### src/rtl/imm_enc_pkg.sv
package imm_enc_pkg;
    localparam int IMM_W  = 32;
    localparam int BYTE_W = 8;
    localparam int CODE_W = 12;
    localparam int SEL_W  = 4;
    localparam int ROT_W  = 5;
    localparam int MANT_W = BYTE_W - 1;
    localparam int NPOS   = IMM_W - BYTE_W;   // top-bit positions 8..31

    typedef enum logic [SEL_W-1:0] {
        SEL_BYTE = 4'd0,
        SEL_EVEN = 4'd1,
        SEL_ODD  = 4'd2,
        SEL_ALL  = 4'd3
    } sel_e;

    typedef struct packed {
        logic              is_byte;
        logic              rep_even;
        logic              rep_odd;
        logic              rep_all;
        logic              shifted;
        logic [ROT_W-1:0]  rot;
        logic [MANT_W-1:0] mant;
        logic [BYTE_W-1:0] b_lo;
        logic [BYTE_W-1:0] b_hi;
        logic              msb;
    } cls_t;
endpackage

### src/rtl/imm_classify.sv
module imm_classify
    import imm_enc_pkg::*;
(
    input  logic [IMM_W-1:0] value,
    output cls_t             cls
);
    logic [BYTE_W-1:0] b0, b1, b2, b3;
    logic [NPOS-1:0]   hit;
    logic [MANT_W-1:0] mants [NPOS];

    assign {b3, b2, b1, b0} = value;

    // one candidate per possible top-bit position p = 8..31
    generate
        for (genvar i = 0; i < NPOS; i++) begin : g_pos
            localparam int P  = i + BYTE_W;
            localparam int LO = P - MANT_W;
            assign hit[i]   = value[P]
                            && ((value >> (P + 1)) == '0)
                            && ((value & ((32'h1 << LO) - 32'h1)) == '0);
            assign mants[i] = value[P-1 -: MANT_W];
        end
    endgenerate

    always_comb begin
        cls          = '0;
        cls.is_byte  = (value[IMM_W-1:BYTE_W] == '0);
        cls.rep_even = (b0 == b2) && (b1 == '0) && (b3 == '0);
        cls.rep_odd  = (b1 == b3) && (b0 == '0) && (b2 == '0);
        cls.rep_all  = (b0 == b1) && (b1 == b2) && (b2 == b3);
        cls.b_lo     = b0;
        cls.b_hi     = b1;
        cls.msb      = value[IMM_W-1];
        for (int i = 0; i < NPOS; i++) begin
            if (hit[i]) begin
                cls.shifted = 1'b1;
                cls.rot     = ROT_W'(31 - i);
                cls.mant    = mants[i];
            end
        end
    end

    // at most one top-bit position can match
    always_comb begin
        assert ($onehot0(hit)) else $error("a_r5_unique_position");
    end
endmodule

### src/rtl/imm_pack.sv
module imm_pack
    import imm_enc_pkg::*;
(
    input  cls_t              cls,
    output logic              enc,
    output logic [CODE_W-1:0] code,
    output logic              carry_en,
    output logic              carry
);
    always_comb begin
        enc      = 1'b1;
        code     = '0;
        carry_en = 1'b0;
        carry    = 1'b0;
        if (cls.is_byte)       code = {SEL_BYTE, cls.b_lo};
        else if (cls.rep_even) code = {SEL_EVEN, cls.b_lo};
        else if (cls.rep_odd)  code = {SEL_ODD,  cls.b_hi};
        else if (cls.rep_all)  code = {SEL_ALL,  cls.b_lo};
        else if (cls.shifted) begin
            code     = {cls.rot, cls.mant};
            carry_en = 1'b1;
            carry    = cls.msb;
        end else begin
            enc = 1'b0;
        end
    end

    // the shifted form never overlaps a plain byte
    always_comb begin
        assert (!(cls.shifted && cls.is_byte)) else $error("a_r8_byte_not_shifted");
    end
endmodule

### src/rtl/imm_decode.sv
module imm_decode
    import imm_enc_pkg::*;
(
    input  logic [CODE_W-1:0] code,
    output logic [IMM_W-1:0]  value
);
    logic [BYTE_W-1:0]  b;
    logic [SEL_W-1:0]   sel;
    logic [ROT_W-1:0]   rot;
    logic [IMM_W-1:0]   base;
    logic [2*IMM_W-1:0] dbl;

    assign b    = code[BYTE_W-1:0];
    assign sel  = code[CODE_W-1 -: SEL_W];
    assign rot  = code[CODE_W-1 -: ROT_W];
    assign base = {{(IMM_W-BYTE_W){1'b0}}, 1'b1, code[MANT_W-1:0]};
    assign dbl  = {base, base} >> rot;

    always_comb begin
        unique case (sel)
            SEL_BYTE: value = {{(IMM_W-BYTE_W){1'b0}}, b};
            SEL_EVEN: value = {8'h00, b, 8'h00, b};
            SEL_ODD:  value = {b, 8'h00, b, 8'h00};
            SEL_ALL:  value = {b, b, b, b};
            default:  value = dbl[IMM_W-1:0];
        endcase
    end
endmodule

### src/rtl/imm_const_encoder.sv
module imm_const_encoder
    import imm_enc_pkg::*;
(
    input  logic              clk,
    input  logic              rst,
    input  logic              in_valid,
    input  logic [IMM_W-1:0]  in_value,
    output logic              out_valid,
    output logic              out_enc,
    output logic [CODE_W-1:0] out_code,
    output logic              out_carry_en,
    output logic              out_carry,
    input  logic [CODE_W-1:0] dec_code,
    output logic [IMM_W-1:0]  dec_value
);
    cls_t              cls_d, s1_cls;
    logic              s1_valid;
    logic              pk_enc, pk_cen, pk_carry;
    logic [CODE_W-1:0] pk_code;

    imm_classify u_classify (.value(in_value), .cls(cls_d));

    always_ff @(posedge clk) begin
        if (rst) s1_valid <= 1'b0;
        else     s1_valid <= in_valid;
        s1_cls <= cls_d;
    end

    imm_pack u_pack (
        .cls      (s1_cls),
        .enc      (pk_enc),
        .code     (pk_code),
        .carry_en (pk_cen),
        .carry    (pk_carry)
    );

    always_ff @(posedge clk) begin
        if (rst) out_valid <= 1'b0;
        else     out_valid <= s1_valid;
        out_enc      <= pk_enc;
        out_code     <= pk_code;
        out_carry_en <= pk_cen;
        out_carry    <= pk_carry;
    end

    imm_decode u_decode (.code(dec_code), .value(dec_value));

    a_r9_latency: assert property (@(posedge clk) disable iff (rst)
        in_valid |-> ##2 out_valid);
    a_r9_bubble: assert property (@(posedge clk) disable iff (rst)
        !in_valid |-> ##2 !out_valid);
    a_r10_reset_clears: assert property (@(posedge clk)
        rst |=> !out_valid);
    a_r6_reject_clean: assert property (@(posedge clk) disable iff (rst)
        (out_valid && !out_enc) |-> (out_code == '0 && !out_carry_en && !out_carry));
    a_r7_carry_only_shifted: assert property (@(posedge clk) disable iff (rst)
        (out_valid && out_carry_en) |-> (out_enc && out_code[CODE_W-1 -: 2] != 2'b00));
endmodule

### config.mk
export PLATFORM = sky130hd
export DESIGN_NAME = imm_const_encoder
export DESIGN_NICKNAME = d
export VERILOG_FILES = /design/src/rtl/imm_enc_pkg.sv /design/src/rtl/imm_classify.sv /design/src/rtl/imm_pack.sv /design/src/rtl/imm_decode.sv /design/src/rtl/imm_const_encoder.sv
export SDC_FILE = /design/constraint.sdc
export NUM_CORES = 1
export LEC_CHECK = 0
export BUFFER_PORTS_ARGS = -buffer_cell sky130_fd_sc_hd__buf_2
export CORE_UTILIZATION = 55
export DETAILED_ROUTE_END_ITERATION = 10
export MAX_ROUTING_LAYER = met4
export PLACE_DENSITY = 0.76
export RECOVER_POWER = 50
export SLEW_MARGIN = 40
export SYNTH_ARGS = -nofsm -noshare
export SYNTH_HDL_FRONTEND = slang
export SYNTH_SLANG_ARGS = --single-unit
### constraint.sdc
create_clock -name clk -period 4 [get_ports clk]
set_input_delay 0.4 -clock clk [delete_from_list [all_inputs] [get_ports clk]]
set_output_delay 0.4 -clock clk [all_outputs]
set_load 0.05 [all_outputs]
==> metrics, run 1 <==
Yosys cell types=76; gpl congestion=1.02; pre-CTS setup slack=0.531 ns; CTS sink count=51; Placed Instances=approximately 820; Clock Tree Buf Depth=2; Yosys warnings=0; number of gates resized after cts=0; antenna violations before repair=0; vias in the first global route=~5,300; Die W=96.3 um; Gate Count Post-Synth=672; CTS root buf=clkbuf_8; total track usage=41.3%; GRT overflow=0; Synth Area per Inst=7.28 um2; H-Tree Depth=2; register bit count reported by yosys=51; Synth async-reset ratio=0%; Last stage=detailed routing (5_2_route); dominant synthesized flop cell=dfxtp_1; post-CTS setup buffer count=0; global-route wire length before repair=28.5 mm; hold_buf cts=0; stop err=[ERROR DRT-0255] Maze Route cannot find path of net clk in worker of routeBox ( 48300 0 ) ( 96325 48300 ).; largest net degree at the start of global routing=34; post-synthesis sequential area ratio=between 20% and 30%; Mapped Area=~0.0049 mm2; status=did not finish; Syn Nets=approximately 720; Die H=slightly below 100 um; EDFF count, synth=0; FP Rows=34; Detailed Place HPWL=13.5 mm; TritonCTS Buffers=5; Port Buffers=94; initial core utilization=between 50% and 60%; Ports=between 90 and 100
## synthesized netlist by cell type (14+ instances only)
master | n | area, um2
nor2_1 | 70 | 263
nor4_1 | 14 | 87.6
inv_1 | 15 | 56.3
nand4_1 | 16 | 100
o21ai_0 | 40 | 200
o22ai_1 | 20 | 125
nand2_1 | 61 | 229
a22oi_1 | 27 | 203
dfxtp_1 | 51 | 1020
nor3_1 | 24 | 120
clkbuf_1 | 50 | 188
a21oi_1 | 33 | 165
nand3_1 | 19 | 95.1
## cell families after synthesis
group | count (synthesis) | synth area share [%]
flip-flops | 51 | 20.9
buffers and inverters | 83 | 7.16
AO/OA/AOI/OAI | 217 | 31.7
multiplexers | 13 | 2.81
AND/OR/NAND/NOR | 288 | 33.9
XOR/XNOR | 20 | 3.58
## through the flow
step | cell area, um2 | util [%]
after global routing | 5360 | 61.8
after CTS | 5410 | 62.3
after detailed placement | 5320 | 61.2
after global placement | 5310 | 61.2
after floorplan | 4890 | -
## layer usage
layer	global-route usage (%)
met1	53.9
met2	61.9
met3	8.61
met4	16.3
met5	-
==> run 2, diff against run 1 <==
- CORE_UTILIZATION: 55 -> 40
- MAX_ROUTING_LAYER: met4 -> not set
- PLACE_DENSITY: 0.76 -> not set
- PLACE_DENSITY_LB_ADDON: not set -> 0.15
==> run 2 against run 1 <==
  * Synthesized cell count stayed put
  * The flow now finishes, with violations (DRC)
  * Global-route usage is 11 points lower
  * Synthesized area stayed put
==> metrics, run 2 <==
DRT Pass-1 Iters=9; failing checks=DRC; fin cells=875; Worst IR Drop VDD=0.000176 V; CTS sink count=51 (unchanged); Setup TNS=0 ns; register bit count reported by yosys=51 (unchanged); Clock Tree Buf Depth=2 (unchanged); Critical Path Start Type=input pin; Syn Nets=719 (unchanged); CP max FO=20; global-route wire length before repair=29.8 mm (was 28.5 mm); grt met1 use=41.9% (was 53.9%); CTS root buf=clkbuf_16 (was clkbuf_8); Placed Instances=867 (was 821); largest net degree at the start of global routing=34 (unchanged); hold_buf cts=0 (unchanged); Gate Count Post-Synth=672 (unchanged); Slew Viols, Final=0; Mapped Area=0.00489 mm2 (unchanged); Die H=113 um (was 96.3 um); Die W=113 um (was 96.3 um); Max Clock Skew=0.00727 ns; total track usage=29.8% (was 41.3%); Post-DP Area=0.00542 mm2 (was 0.00532 mm2); Detailed Place HPWL=14.1 mm (was 13.5 mm); Synth Area per Inst=7.28 um2 (unchanged); leak pwr=2.09 nW; area leader, netlist=dfxtp_1 (unchanged); Yosys cell types=76 (unchanged); critical path data arrival time=about 3.8 ns; worst skew pair latency=0.29 ns; Synth area leaders=dfxtp_1, nor2_1, nand2_1 (unchanged); crit path kind=input pin to flip-flop; TritonCTS clock tree=built; Synth async-reset ratio=0% (unchanged); Final Hold Vio Count=0; most common cell after layout, fill and taps aside=nor2_1; fmax=276 MHz; Core Area=0.0120 mm2; Yosys warnings=0 (unchanged); Synth-to-Final Area Change=13.1%; routed vias/inst=6.79; critical path capture point type=flip-flop; maxcap violations=0; WL final=19.2 mm; Util after Layout=46.3%; vias in the first global route=5,299 (was 5,252); status=finished, violations left (was did not finish); drt initial violations=946; Biggest register=s1_cls; Largest regs=s1_cls: 34 flops, out_code: 12 flops; top cells by count, synth=nor2_1, nand2_1, dfxtp_1 (unchanged); post-synthesis sequential area ratio=20.9% (unchanged); initial core utilization=40.9% (was 56.4%); Final period util=90.5%; DR WL/cell=22.0 um; Max-Slew Margin vs Limit=23.1%; EDFF count, synth=0 (unchanged); WP data required=between 4 and 5 ns; grt peak-use layer=met2 (unchanged); Routed Antenna Nets=0; Largest register FFs=34; most frequent cell after synthesis=nor2_1 (unchanged); layout cells sized above 1=17.4%; Final Setup Violations=0; gpl congestion=0.966 (was 1.02); overall power=0.00139 W; post-CTS setup buffer count=0 (unchanged); Via Count=5,944; Port Buffers=94 (unchanged); Cell Pwr Density=approximately 250 mW/mm2; TritonCTS Buffers=5 (unchanged); met2 Resource Use GR=45.6% (was 61.9%); dominant synthesized flop cell=dfxtp_1 (unchanged); antenna violations before repair=0 (unchanged); met3 Use GR=4.32% (was 8.61%); Slew @ Worst Pin=roughly 1.2 ns; fin crit period=3.62 ns; number of gates resized after cts=0 (unchanged); register clock-pin slew on the reported worst setup and hold paths=0.07 ns; RSZ-0062 raised after global routing=false; Synth top area share=20.9% (unchanged); fin area=0.00553 mm2; H-Tree Depth=2 (unchanged); nets=774; Hold Path Class=input pin to flip-flop; FP Rows=40 (was 34); most frequent cells in the layout=nor2_1, buf_2, nand2_1, dfxtp_1, o21ai_0; Residual DRC=1; GRT overflow=0 (unchanged); Die ar.=0.0127 mm2; Antenna diodes=0; Ports=95 (unchanged)
-- run 2: cell counts after synthesis --
No cell type changed its count.
-- run 2: where the power goes --
group,internal [W],total [W],switching [W]
combinational,0.0000951,0.000377,0.000282
clock,0.000297,0.000489,0.000191
sequential,0.000518,0.000520,0.00000229
total,0.000910,0.00139,0.000475
-- run 2: logic make-up after synthesis --
family / count (synthesis) / synth area share (%)
AO/OA/AOI/OAI: 217 / 31.7
XOR/XNOR: 20 / 3.58
buffers and inverters: 83 / 7.16
flip-flops: 51 / 20.9
multiplexers: 13 / 2.81
AND/OR/NAND/NOR: 288 / 33.9
-- run 2: final cells by class --
| cell class | count | area, um2 |
|---|---|---|
| inverter | 17 | 63.8 |
| clock inverter | 3 | 46.3 |
| tap | 147 | 184 |
| timing repair buffer | 114 | 567 |
| multi-input combinational | 538 | 3530 |
| clock buffer | 5 | 125 |
| sequential | 51 | 1020 |
| fill | 1238 | 6430 |
-- run 2: worst max-delay path, cell delays in order --
cell and delay, ns:
buf_2 0.12, clkbuf_1 0.86, nand3_1 0.46, nor4_2 0.57, a221o_1 0.26, a221oi_1 0.06, a221oi_2 0.36, o211ai_1 0.19
a311o_1 0.41, o211ai_2 0.11
-- run 2: per-layer routing --
| layer | up-vias | wire length, um |
|---|---|---|
| li1 | 2696 | - |
| met1 | 2808 | 8010 |
| met2 | 396 | 8580 |
| met3 | 44 | 1990 |
| met4 | 0 | 634 |
| met5 | - | 0 |
-- run 2: through the flow --
stage          setup WS, ns  hold WS, ns
2_1_floorplan          1.03        0.401
3_3_place_gp          0.518        0.410
3_5_place_dp          0.529        0.417
4_1_cts               0.804        0.276
5_1_grt               0.313        0.278
6_report              0.380        0.277
-- run 2: path summary, 6_finish.rpt --
check | start | to | slack, ns | depth (start not counted)
worst min register to register | s1_cls[15] | out_code[6] | 0.43 | 2
worst min-delay path | rst | out_valid | 0.28 | 2
worst max-delay path | in_value[12] | s1_cls[23] | 0.38 | 10
worst max register to register | s1_cls[31] | out_code[0] | 2.48 | 4
No activity file was read; power rests on OpenSTA's default activity.
